`src/rtl/intc_pkg.sv`:
```
package intc_pkg;

  localparam int unsigned VEC_W = 16;
  localparam logic [VEC_W-1:0] VEC_TOP = 16'hFFFE;

  typedef enum logic [1:0] {
    SRC_NONE  = 2'd0,
    SRC_RESET = 2'd1,
    SRC_SWI   = 2'd2,
    SRC_LINE  = 2'd3
  } src_kind_e;

  // Vector slot: 0 reset, 1 software interrupt, p+1 for line p.
  function automatic logic [VEC_W-1:0] slot_addr(input int unsigned slot);
    return VEC_TOP - VEC_W'(2 * slot);
  endfunction

endpackage

```
`src/rtl/intc_irq_edge.sv`:
```
module intc_irq_edge #(
  parameter int unsigned SYNC_STAGES = 2
) (
  input  logic clk_i,
  input  logic rst_ni,
  input  logic pin_ni,
  input  logic ack_i,
  output logic latch_o
);

  logic [SYNC_STAGES-1:0] sync_q;
  logic                   prev_q;
  logic                   latch_q;
  logic                   fall;

  // Idle level of the pin is high, so the chain resets to ones.
  always_ff @(posedge clk_i or negedge rst_ni) begin
    if (!rst_ni) begin
      sync_q <= '1;
      prev_q <= 1'b1;
    end else begin
      sync_q <= {sync_q[SYNC_STAGES-2:0], pin_ni};
      prev_q <= sync_q[SYNC_STAGES-1];
    end
  end

  assign fall = prev_q & ~sync_q[SYNC_STAGES-1];

  // A new edge wins over an acknowledge in the same cycle.
  always_ff @(posedge clk_i or negedge rst_ni) begin
    if (!rst_ni) latch_q <= 1'b0;
    else         latch_q <= fall | (latch_q & ~ack_i);
  end

  assign latch_o = latch_q;

endmodule

```
`src/rtl/intc_pll_flag.sv`:
```
module intc_pll_flag (
  input  logic clk_i,
  input  logic rst_ni,
  input  logic lock_i,
  input  logic ack_i,
  output logic flag_o
);

  logic lock_q;
  logic primed_q;
  logic flag_q;
  logic change;

  always_ff @(posedge clk_i or negedge rst_ni) begin
    if (!rst_ni) begin
      lock_q   <= 1'b0;
      primed_q <= 1'b0;
    end else begin
      lock_q   <= lock_i;
      primed_q <= 1'b1;
    end
  end

  // The first sample after reset only establishes the reference level.
  assign change = primed_q & (lock_i ^ lock_q);

  always_ff @(posedge clk_i or negedge rst_ni) begin
    if (!rst_ni) flag_q <= 1'b0;
    else         flag_q <= change | (flag_q & ~ack_i);
  end

  assign flag_o = flag_q;

endmodule

```
`src/rtl/intc_line_merge.sv`:
```
module intc_line_merge #(
  parameter int unsigned LINES = 14,
  parameter int unsigned PAIRS = 4,
  localparam int unsigned W = LINES * PAIRS
) (
  input  logic [W-1:0]     flag_i,
  input  logic [W-1:0]     en_i,
  output logic [LINES-1:0] line_o
);

  for (genvar g = 0; g < LINES; g++) begin : g_line
    assign line_o[g] = |(flag_i[g*PAIRS +: PAIRS] & en_i[g*PAIRS +: PAIRS]);
  end

endmodule

```
`src/rtl/intc_prio_arb.sv`:
```
module intc_prio_arb #(
  parameter int unsigned LINES  = 16,
  parameter int unsigned IDX_W  = 5
) (
  input  logic [LINES-1:0] req_i,
  output logic             hit_o,
  output logic [IDX_W-1:0] idx_o
);

  // Lowest index wins: scan downward so the last match is the smallest.
  always_comb begin
    hit_o = 1'b0;
    idx_o = '0;
    for (int i = LINES - 1; i >= 0; i--) begin
      if (req_i[i]) begin
        hit_o = 1'b1;
        idx_o = IDX_W'(i);
      end
    end
  end

endmodule

```
`src/rtl/intc_vector_ctrl.sv`:
```
module intc_vector_ctrl
  import intc_pkg::*;
#(
  parameter int unsigned NUM_LINES   = 16,
  parameter int unsigned PAIRS       = 4,
  parameter int unsigned SYNC_STAGES = 2,
  localparam int unsigned EXT_LINES  = NUM_LINES - 2,
  localparam int unsigned PAIR_W     = EXT_LINES * PAIRS,
  localparam int unsigned PRIO_W     = $clog2(NUM_LINES + 1)
) (
  input  logic                  clk_i,
  input  logic                  rst_ni,
  input  logic                  i_mask_i,
  input  logic                  swi_i,
  input  logic                  irq_pin_ni,
  input  logic                  irq_mask_i,
  input  logic                  irq_ack_i,
  input  logic                  pll_lock_i,
  input  logic                  pll_ie_i,
  input  logic                  pll_ack_i,
  input  logic [PAIR_W-1:0]     per_flag_i,
  input  logic [PAIR_W-1:0]     per_en_i,
  output logic [NUM_LINES-1:0]  pend_o,
  output logic                  irq_req_o,
  output logic                  vec_valid_o,
  input  logic                  vec_ready_i,
  output logic [VEC_W-1:0]      vec_addr_o,
  output logic [PRIO_W-1:0]     vec_prio_o
);

  logic                 irq_latch;
  logic                 pll_flag;
  logic [EXT_LINES-1:0] ext_pend;
  logic [NUM_LINES-1:0] line_pend;
  logic [NUM_LINES-1:0] line_req;
  logic                 arb_hit;
  logic [PRIO_W-1:0]    arb_idx;

  intc_irq_edge #(.SYNC_STAGES(SYNC_STAGES)) u_irq (
    .clk_i   (clk_i),
    .rst_ni  (rst_ni),
    .pin_ni  (irq_pin_ni),
    .ack_i   (irq_ack_i),
    .latch_o (irq_latch)
  );

  intc_pll_flag u_pll (
    .clk_i  (clk_i),
    .rst_ni (rst_ni),
    .lock_i (pll_lock_i),
    .ack_i  (pll_ack_i),
    .flag_o (pll_flag)
  );

  intc_line_merge #(.LINES(EXT_LINES), .PAIRS(PAIRS)) u_merge (
    .flag_i (per_flag_i),
    .en_i   (per_en_i),
    .line_o (ext_pend)
  );

  assign line_pend = {ext_pend, pll_flag & pll_ie_i, irq_latch & ~irq_mask_i};
  assign line_req  = line_pend & {NUM_LINES{~i_mask_i}};
  assign pend_o    = line_pend;

  intc_prio_arb #(.LINES(NUM_LINES), .IDX_W(PRIO_W)) u_arb (
    .req_i (line_req),
    .hit_o (arb_hit),
    .idx_o (arb_idx)
  );

  // Stream register and one-shot event latches.
  logic              valid_q;
  src_kind_e         kind_q;
  logic [VEC_W-1:0]  addr_q;
  logic [PRIO_W-1:0] prio_q;
  logic              rst_pend_q;
  logic              swi_pend_q;
  logic              irq_req_q;

  logic              accept;
  logic              hold;
  logic              rst_pend_n;
  logic              swi_pend_n;
  src_kind_e         kind_n;
  logic [VEC_W-1:0]  addr_n;
  logic [PRIO_W-1:0] prio_n;

  assign accept = valid_q & vec_ready_i;
  assign hold   = valid_q & ~vec_ready_i;

  // Retire a one-shot on the cycle it is accepted so it is not re-presented.
  assign rst_pend_n = rst_pend_q & ~(accept & (kind_q == SRC_RESET));
  assign swi_pend_n = swi_i | (swi_pend_q & ~(accept & (kind_q == SRC_SWI)));

  always_comb begin
    kind_n = SRC_NONE;
    addr_n = slot_addr(0);
    prio_n = '0;
    if (rst_pend_n) begin
      kind_n = SRC_RESET;
      addr_n = slot_addr(0);
    end else if (swi_pend_n) begin
      kind_n = SRC_SWI;
      addr_n = slot_addr(1);
    end else if (arb_hit) begin
      kind_n = SRC_LINE;
      addr_n = slot_addr(int'(arb_idx) + 2);
      prio_n = arb_idx + PRIO_W'(1);
    end
  end

  always_ff @(posedge clk_i or negedge rst_ni) begin
    if (!rst_ni) begin
      rst_pend_q <= 1'b1;
      swi_pend_q <= 1'b0;
    end else begin
      rst_pend_q <= rst_pend_n;
      swi_pend_q <= swi_pend_n;
    end
  end

  always_ff @(posedge clk_i or negedge rst_ni) begin
    if (!rst_ni) begin
      valid_q <= 1'b1;
      kind_q  <= SRC_RESET;
      addr_q  <= VEC_TOP;
      prio_q  <= '0;
    end else if (!hold) begin
      valid_q <= (kind_n != SRC_NONE);
      kind_q  <= kind_n;
      addr_q  <= addr_n;
      prio_q  <= prio_n;
    end
  end

  always_ff @(posedge clk_i or negedge rst_ni) begin
    if (!rst_ni) irq_req_q <= 1'b0;
    else         irq_req_q <= |line_req;
  end

  assign irq_req_o   = irq_req_q;
  assign vec_valid_o = valid_q;
  assign vec_addr_o  = addr_q;
  assign vec_prio_o  = prio_q;

endmodule

```
`config.mk`:
```
export PLATFORM = sky130hd
export DESIGN_NAME = intc_vector_ctrl
export DESIGN_NICKNAME = d
export VERILOG_FILES = /design/src/rtl/intc_pkg.sv /design/src/rtl/intc_irq_edge.sv /design/src/rtl/intc_pll_flag.sv /design/src/rtl/intc_line_merge.sv /design/src/rtl/intc_prio_arb.sv /design/src/rtl/intc_vector_ctrl.sv
export SDC_FILE = /design/constraint.sdc
export NUM_CORES = 1
export LEC_CHECK = 0
export BUFFER_PORTS_ARGS = -buffer_cell sky130_fd_sc_hd__buf_2
export CORE_MARGIN = 2
export CORE_UTILIZATION = 25
export CTS_BUF_LIST = sky130_fd_sc_hd__clkbuf_8 sky130_fd_sc_hd__clkbuf_16
export DETAILED_ROUTE_END_ITERATION = 12
export HOLD_SLACK_MARGIN = 0.08
export PLACE_DENSITY = 0.56
export REMOVE_ABC_BUFFERS = 1
export SYNTH_ARGS = -nofsm -noshare
export SYNTH_HDL_FRONTEND = slang
export SYNTH_HIERARCHICAL = 1
export SYNTH_SLANG_ARGS = --single-unit
```
`constraint.sdc`:
```
create_clock -name clk_i -period 2.9 [get_ports clk_i]
set_input_delay 0.435 -clock clk_i [delete_from_list [all_inputs] [get_ports clk_i]]
set_output_delay 0.435 -clock clk_i [all_outputs]
set_load 0.02 [all_outputs]
```
==> impl_metrics.toml, run 1 <==
[run_status]
status = "finished clean"

[route]
drtPass1Iterations = 4
drtIter0Drc = 79
drc = 0
wire_per_inst_um = 12.7
ant_nets = 0
drt-vias-per-instance = 4.74
routed_wl_um = 5410
dr_total_vias = 2024

[yosys]
synth_warnings = 6
yosysSeqAreaShare = 0.361
synth-edff-count = 0
synthDistinctLibCells = 44
avgSynthCellArea_um2 = 8.70
yosys.area_share.simple = 0.233
syn-cell-area_um2 = 1710
synth-seq-cells = 24
synth.mux.area_fraction = 0
synth_top_family_by_area = "compound AO/OA/AOI/OAI gates"
syn-instance-count = 196
synth_compound_area_frac = 0.280
synth_fa_ha_area_frac = 0.0147
ys.flop_type = "dfstp_2"
async_flop_share = 1.00
synth_xor_xnor_area_share = 0.0257

[timing]
setup_slack_ps = 458
rsz0062_at_grt = "false"
post-route-min-period_ps = 2440
slew_headroom = 0.588
hold-worst-slack_ps = 144
setup_violations = 0
hold_violations = 0
setup_tns_ps = 0
tightest_slew_ps = 616
fin_crit_sh = 0.842
fmaxAchievable_mhz = 410
drv_slew = 0
finalClockSkew_ps = 1.95

[worst_setup_path]
crit_cells = 11
cp_max_fo = 4
path_class = "in -> reg"
required_ps = 3080
critPathBufInv = 1
cp_top_family = "compound AO/OA/AOI/OAI gates"
path_common_cell = "nand2_1"
cpMaxStageDelayCell = "a21oi_1"
crit_path_end_kind = "register"
rr_worst_depth = 9
worstSetupStartpointType = "input pin"
critPathArrivalTime_ps = 2630
cp_cell_sequence = "buf_2, a22oi_1, nand2_1, nor2b_1, nor4_2, nand2_1, a21oi_1, ha_1, xor2_1, nand2_1, o32a_1"
slowest_delay_ps = 320

[grt]
grt_pass1_wl_um = 9290
grt_pass1_vias = 2079
grt_max_degree = 25
antenna_found_initial = 0
grt_overflow = 0
grtUsageTotal = 0.151

[floorplan]
die_area_um2 = 7500
start_util = 0.255
io_pins = 162
coreArea_um2 = 6680
die_w_um = 86.6
fp-row-count = 30
die_height_um = 86.6

[clock_tree]
cts_hold_buf = 0
post_cts_buffers = 0
cts_buffers = 3
insertion_delay_ps = 260
htree_levels = 1
cts.clk_slew.worst_paths_ps = 80
cts_root_buffer = "clkbuf_8"
cts_tree = "yes"
cts_resized = 0
cts.sinks = 24
clock_path_buffers = 2

[worst_hold_path]
min_path_type = "in -> async"

[finish]
syn_to_final_growth_pct = 49.9
layout_commonest_cell = "buf_2"
nNetsFinal = 474
design_area_um2 = 2560
final_cell_mix = "buf_2, a22oi_1, nand2_1"
layout-drive-gt1-share = 0.504
diodes = 0
fill_cells = 714

[power]
leakage_nw = 1.33
power_uw = 913
pwr_density_cell_nw_per_um2 = 357
ir_drop_uv = 150

[placed_design]
place_congestion = 0.851
dpl.hpwl_um = 4720
dpl_cell_area_um2 = 2510
place_ws_ps = 247
numPortBuffers = 151

[job]
cap_viol_max_count = 0
-- power by group --
group | total [mW] | internal, mW | switching [mW]
registers | 0.376 | 0.363 | 0.0122
logic | 0.351 | 0.154 | 0.197
clock network | 0.186 | 0.0925 | 0.0934
-- logic make-up after synthesis --
| group | after synthesis |
|---|---|
| and+or+nand+nor | 75 |
| AOI/OAI and AO/OA | 62 |
| other | 4 |
| DFF | 24 |
| buffers and inverters | 24 |
| xor gates and xnor gates | 5 |
| adders and majority gates | 2 |
-- worst register-to-register path, stage by stage, from the launching register on --
cell and delay, ps:
dfrtp_1 380, nand2b_1 120, nor2_1 90, nor2_1 170, nand2_1 90, a21oi_1 300
ha_1 300, xor2_1 160, nand2_1 70, o32a_1 300
-- synth_stat cells, types with 3 or more instances --
cell,count,area [um^2]
buf_4,11,82.6
nor4_1,3,18.8
a22oi_1,28,210
conb_1,4,15.0
nand3_1,3,15.0
a21oi_1,4,20.0
xor2_1,3,26.3
a32o_1,3,30.0
nand2b_1,3,18.8
nor2b_1,16,100
a31oi_1,4,25.0
dfstp_2,12,315
nand2_1,24,90.1
dfrtp_1,12,300
inv_1,11,41.3
o31ai_1,3,22.5
nor2_1,13,48.8
-- final timing paths --
| path | start | endpoint | slack (ps) |
|---|---|---|---|
| worst max-delay path | per_flag_i[28] | vec_addr_o[4]$_DFFE_PN1N_ | 460 |
| worst min-delay path | rst_ni | vec_prio_o[1]$_DFFE_PN0N_ | 140 |
| worst max register to register | u_irq/latch_o$_DFF_PN0_ | vec_addr_o[4]$_DFFE_PN1N_ | 840 |
| worst min register to register | u_irq/sync_q[0]$_DFF_PN1_ | u_irq/sync_q[1]$_DFF_PN1_ | 360 |
| max in group asynchronous | rst_ni | u_irq/prev_q$_DFF_PN1_ | 2390 |
| min in group clk_i | irq_pin_ni | u_irq/sync_q[0]$_DFF_PN1_ | 270 |
-- through the flow --
stage	cells	util
after floorplan	191	-
after global placement	424	0.376
after detailed placement	424	0.376
after CTS	427	0.383
after global routing	427	0.383
final	427	0.383
-- layer usage --
metal / routed length (um) / GRT usage / vias to the layer above
met3: 375 / 0.0324 / 10
met1: 2270 / 0.189 / 907
met4: 77 / 0.0284 / 0
met5: 0 / 0 / -
met2: 2690 / 0.269 / 96
li1: - / - / 1011
-- state kept, by name, indices dropped and copies added, names as in the netlist --
name / cells
u_irq/prev_q: 1
rst_pend_q: 1
swi_pend_q: 1
vec_prio_o: 5
vec_addr_o: 6
u_irq/sync_q: 2
kind_q: 2
u_pll/flag_o: 1
u_pll/lock_q: 1
u_irq/latch_o: 1
vec_valid_o: 1
u_pll/primed_q: 1
irq_req_o: 1
-- cell type report --
class | instances | area, um^2 | share of cell area
sequential | 24 | 616 | 0.241
tap | 80 | 100 | 0.0392
multi-input combinational | 156 | 987 | 0.386
timing repair buffer | 153 | 771 | 0.302
inverter | 11 | 41.3 | 0.0162
clock buffer | 3 | 41.3 | 0.0162
(Power assumes the default switching activity.)
==> inputs of run 2 (changes only) <==
PLACE_DENSITY = 0.58   (was 0.56)
clock period = 1.96 ns   (was 2.9 ns; I/O delays follow)
==> run 2 against run 1 <==
Clock skew is 6.3 ps higher. Register-to-register slack got worse by 720 ps. Cell count up 7.5%. Design area increased by 20%. Combinational power is 95% higher. Non-clock buffer count up 31. Critical path depth grew 1. Core utilization rose by 7.5 points. Critical path type unchanged.
==> impl_metrics.toml, run 2 (synthesized netlist as in run 1, its figures left out) <==
[finish]
layout_commonest_cell = "buf_2"
design_area_um2 = 3060
layout-drive-gt1-share = 0.628
nNetsFinal = 505
syn_to_final_growth_pct = 79.2
largest_reg_flops = 6
diodes = 0
final_cell_mix = "buf_2, buf_4, nand2_1"
regArea_um2 = 616
fin_util = 0.457
fin_cells = 459
fill_cells = 674
multi_input_area_um2 = 1180

[grt]
grt_max_degree = 25
use_met1 = 0.185
grtUsageTotal = 0.157
grt_pass1_vias = 2215
grt_overflow = 0
use_met3 = 0.0371
grt.busiest_layer = "met2"
grt_pass1_wl_um = 9600
antenna_found_initial = 0
grt_util_met2 = 0.285

[placed_design]
numPortBuffers = 151
place_congestion = 0.856
placed_cells = 445
place_ws_ps = -436
dpl_cell_area_um2 = 2670
dpl.hpwl_um = 5030

[power]
power_mw = 1.67
p_sw_uw = 522
seqPwrFrac = 0.333
p_int_mw = 1.15
clkPwrFrac = 0.257
pwr_density_cell_nw_per_um2 = 547
switching_share = 0.312
leakage_nw = 1.56
power_frac_comb = 0.410
ir_drop_uv = 312

[run_status]
status = "finished clean"

[clock_tree]
cts.clk_slew.worst_paths_ps = 80
htree_levels = 1
insertion_delay_ps = 270
cts_root_buffer = "clkbuf_8"
cts.sinks = 24
cts_buffers = 3
clock_path_buffers = 2
cts_tree = "yes"

[worst_setup_path]
crit_path_end_kind = "register"
cpMaxStageDelayCell = "o31ai_2"
r2r-start = "u_irq/latch_o$_DFF_PN0_"
worstSetupStartpointType = "input pin"
reg2reg_slack_ps = 120
path_class = "in -> reg"
cp_max_fo = 4
required_ps = 2150
rr_worst_depth = 9
critPathArrivalTime_ps = 2110
cp_cell_sequence = "buf_6, a22oi_2, nand2_2, nor2b_4, nor2_4, nor3_2, o31ai_2, a31oi_4, ha_4, xor2_1, nand2_1, o32a_1"
slowest_delay_ps = 330
r2r_end = "vec_addr_o[4]$_DFFE_PN1N_"

[route]
drt-vias-per-instance = 4.71
routed_wl_um = 6030
drtIter0Drc = 65
ant_nets = 0
drtPass1Iterations = 4
drc = 0
wire_per_inst_um = 13.1
dr_total_vias = 2160

[floorplan]
coreArea_um2 = 6680
start_util = 0.255
die_area_um2 = 7500
fp-row-count = 30
die_w_um = 86.6
die_height_um = 86.6
io_pins = 162

[timing]
setup_violations = 0
rsz0062_at_grt = "true"
drv_slew = 0
slew_headroom = 0.643
fmaxAchievable_mhz = 520
finalClockSkew_ps = 8.23
setup_slack_ps = 37.0
tightest_slew_ps = 535
hold_violations = 0
post-route-min-period_ps = 1920
setup_tns_ps = 0
hold-worst-slack_ps = 124
fin_crit_sh = 0.981

[worst_hold_path]
min_path_type = "in -> reg"
hold_depth = 1
hp-start = "irq_pin_ni"
hold_end = "u_irq/sync_q[0]$_DFF_PN1_"

[job]
cap_viol_max_count = 0
==> run 2: repair_timing <==
item	in CTS	in global routing
setup buffers	3	6
gates resized for setup	13	38
setup endpoints to repair	4	13
hold buffers	1	0
endpoints found under the hold margin	12	0
pin swaps	9	26
==> run 2: worst max-delay path by stage <==
stage / from / depth (start not counted) / end
2_1_floorplan: per_flag_i[32] / 10 / vec_addr_o[4]$_DFFE_PN1N_
3_3_place_gp: per_flag_i[12] / 11 / vec_addr_o[4]$_DFFE_PN1N_
3_5_place_dp: per_flag_i[48] / 12 / vec_addr_o[4]$_DFFE_PN1N_
4_1_cts: per_flag_i[38] / 11 / vec_addr_o[4]$_DFFE_PN1N_
5_1_grt: per_en_i[32] / 11 / vec_addr_o[4]$_DFFE_PN1N_
6_report: per_flag_i[48] / 12 / vec_addr_o[4]$_DFFE_PN1N_
==> run 2: routing by layer <==
| metal | up-vias | share of wire |
|---|---|---|
| met4 | 0 | 0.012 |
| met2 | 87 | 0.51 |
| met1 | 996 | 0.41 |
| li1 | 1069 | - |
| met3 | 8 | 0.064 |
| met5 | - | 0 |
==> run 2: power by group through the flow <==
stage               clock [mW]  sequential, mW  combinational [mW]
detailed placement           0           0.565               0.571
floorplan                    0           0.584               0.262
finish                   0.430           0.556               0.685
CTS                      0.438           0.556               0.608
global placement             0           0.564               0.566
global route             0.459           0.561               0.751
==> run 2: cell type report <==
class                   count  share of cell area
flip-flops and latches     24               0.201
repair buffers            184               0.342
well taps                  80              0.0328
inverters                  11              0.0135
clock inverters             1             0.00983
clock buffers               3              0.0135
multi-input cells         156               0.387
==> run 2: worst max-delay path: cells and delay by family <==
| kind | cells | cell delay, ps |
|---|---|---|
| xor+xnor | 1 | 130 |
| compound gates | 4 | 940 |
| simple gates | 5 | 460 |
| fa+ha+maj | 1 | 200 |
| buf+inv | 1 | 90 |
==> inputs of run 3 (changes only) <==
CORE_ASPECT_RATIO = 1.2   (was not set)
==> run 3 against run 2 <==
The run now ends with negative setup slack left. Power is essentially flat. Design area grew 0.49%. First-iteration DRC count grew 9.2%. Hold slack is essentially flat. Clock power shrank 3%. Largest cell class unchanged. Highest routed layer unchanged.
==> impl_metrics.toml, run 3 (synthesized netlist as in run 1, its figures left out) <==
[floorplan]
start_util = 0.261
io_pins = 162
die_height_um = 94.5
coreArea_um2 = 6530
die_area_um2 = 7500
die_w_um = 79.4
fp-row-count = 32

[finish]
final_cell_mix = "buf_2, buf_4, nand2_1"
layout-drive-gt1-share = 0.635
syn_to_final_growth_pct = 80.0
nNetsFinal = 504
diodes = 0
largest_reg_flops = 6
layout_commonest_cell = "buf_2"

[clock_tree]
cts_tree = "yes"
clock_path_buffers = 2
cts_buffers = 3
cts.clk_slew.worst_paths_ps = 80
cts_root_buffer = "clkbuf_8"
insertion_delay_ps = 260
cts.sinks = 24
htree_levels = 1

[job]
cap_viol_max_count = 0

[grt]
antenna_found_initial = 0
grt_pass1_wl_um = 9490
grt_pass1_vias = 2140
grt_max_degree = 25
grtUsageTotal = 0.157
grt_overflow = 0

[power]
pwr_density_cell_nw_per_um2 = 544
leakage_nw = 1.57
ir_drop_uv = 305

[timing]
tightest_slew_ps = 512
slew_headroom = 0.659
setup_tns_ps = -44.1
fmaxAchievable_mhz = 502
finalClockSkew_ps = 3.57
drv_slew = 0
rsz0062_at_grt = "true"
post-route-min-period_ps = 1990
fin_crit_sh = 1.02
setup_slack_ps = -31.3
hold_violations = 0
setup_violations = 3

[worst_setup_path]
cpMaxStageDelayCell = "nor4_4"
rr_worst_depth = 10
critPathBufInv = 2
path_class = "in -> reg"
worstSetupStartpoint = "per_flag_i[38]"
crit_path_end_kind = "register"
worstSetupStartpointType = "input pin"
endpoint = "vec_addr_o[1]$_DFFE_PN1N_"
cp_max_fo = 4
crit_cells = 10
reg2reg_slack_ps = 50
critPathArrivalTime_ps = 2200
r2r-start = "u_irq/latch_o$_DFF_PN0_"
slowest_delay_ps = 310
cp_cell_sequence = "buf_2, a22oi_1, nand2_1, nor2b_4, nor4_4, and3_4, nand4_1, buf_4, a221oi_2, o22a_1"
required_ps = 2170
cp_top_family = "simple AND/OR/NAND/NOR gates"
r2r_end = "vec_addr_o[4]$_DFFE_PN1N_"

[route]
drtIter0Drc = 71
wire_per_inst_um = 13.1
drt-vias-per-instance = 4.70
dr_total_vias = 2177
ant_nets = 0
drtPass1Iterations = 4
routed_wl_um = 6060
drc = 0

[placed_design]
place_congestion = 0.821
place_ws_ps = -399
dpl.hpwl_um = 5020
numPortBuffers = 151

[worst_hold_path]
min_path_type = "in -> reg"

[run_status]
violations = "negative setup slack"
status = "finished with violations"
==> run 3: worst min-delay path by stage <==
stage | startpoint | to | slack (ps) | cells past startpoint
floorplan | rst_ni | irq_req_o$_DFF_PN0_ | -2 | 0
global route | irq_pin_ni | u_irq/sync_q[0]$_DFF_PN1_ | 110 | 1
global placement | rst_ni | vec_prio_o[1]$_DFFE_PN0N_ | 300 | 1
finish | irq_pin_ni | u_irq/sync_q[0]$_DFF_PN1_ | 120 | 1
detailed placement | rst_ni | vec_prio_o[0]$_DFFE_PN0N_ | 300 | 1
CTS | irq_pin_ni | u_irq/sync_q[0]$_DFF_PN1_ | 120 | 1
==> run 3: metrics by stage <==
stage	instance area, um^2	power [mW]	utilization	cells	hold WS [ps]
global placement	2680	1.14	0.410	450	302
CTS	2850	1.60	0.437	457	118
detailed placement	2680	1.14	0.410	450	297
finish	3070	1.67	0.470	463	124
global route	3070	1.77	0.470	463	115
floorplan	1640	0.846	-	191	-1.59
==> run 3: cell type report <==
| type | instances | area (um^2) |
|---|---|---|
| fill | 625 | 3460 |
| multi-input combinational | 156 | 1210 |
| timing repair buffer | 183 | 1020 |
| sequential | 24 | 616 |
| tap | 85 | 106 |
| clock buffer | 3 | 41.3 |
| inverter | 11 | 41.3 |
| clock inverter | 1 | 30.0 |
==> run 3: worst register-to-register path, stage by stage, from the launching register on <==
cell and delay [ps]:
dfrtp_1 390, nand2b_1 110, nor2_1 90, nor2_1 160, buf_4 130, nand2_1 80, nor3b_1 210, buf_4 170
xor2_1 140, nand2_1 80, o32a_1 280
==> run 3: layer usage <==
layer | vias to the layer above | GRT usage | wire, um
met3 | 8 | 0.0258 | 436
li1 | 1066 | - | -
met5 | - | 0 | 0
met4 | 0 | 0.0330 | 62
met2 | 106 | 0.309 | 3350
met1 | 997 | 0.175 | 2200
==> run 3: repair_timing <==
item | in CTS | in global routing
setup buffers | 2 | 6
pin swaps | 16 | 27
setup endpoints to repair | 7 | 13
resized for setup | 19 | 36
hold buffers | 1 | 0
endpoints found under the hold margin | 12 | 0
==> run 3: power breakdown <==
| part | internal [mW] | leakage, nW | switching [mW] |
|---|---|---|---|
| Combinational | 0.339 | 1.26 | 0.355 |
| Sequential | 0.538 | 0.274 | 0.0192 |
| Clock | 0.272 | 0.0357 | 0.147 |
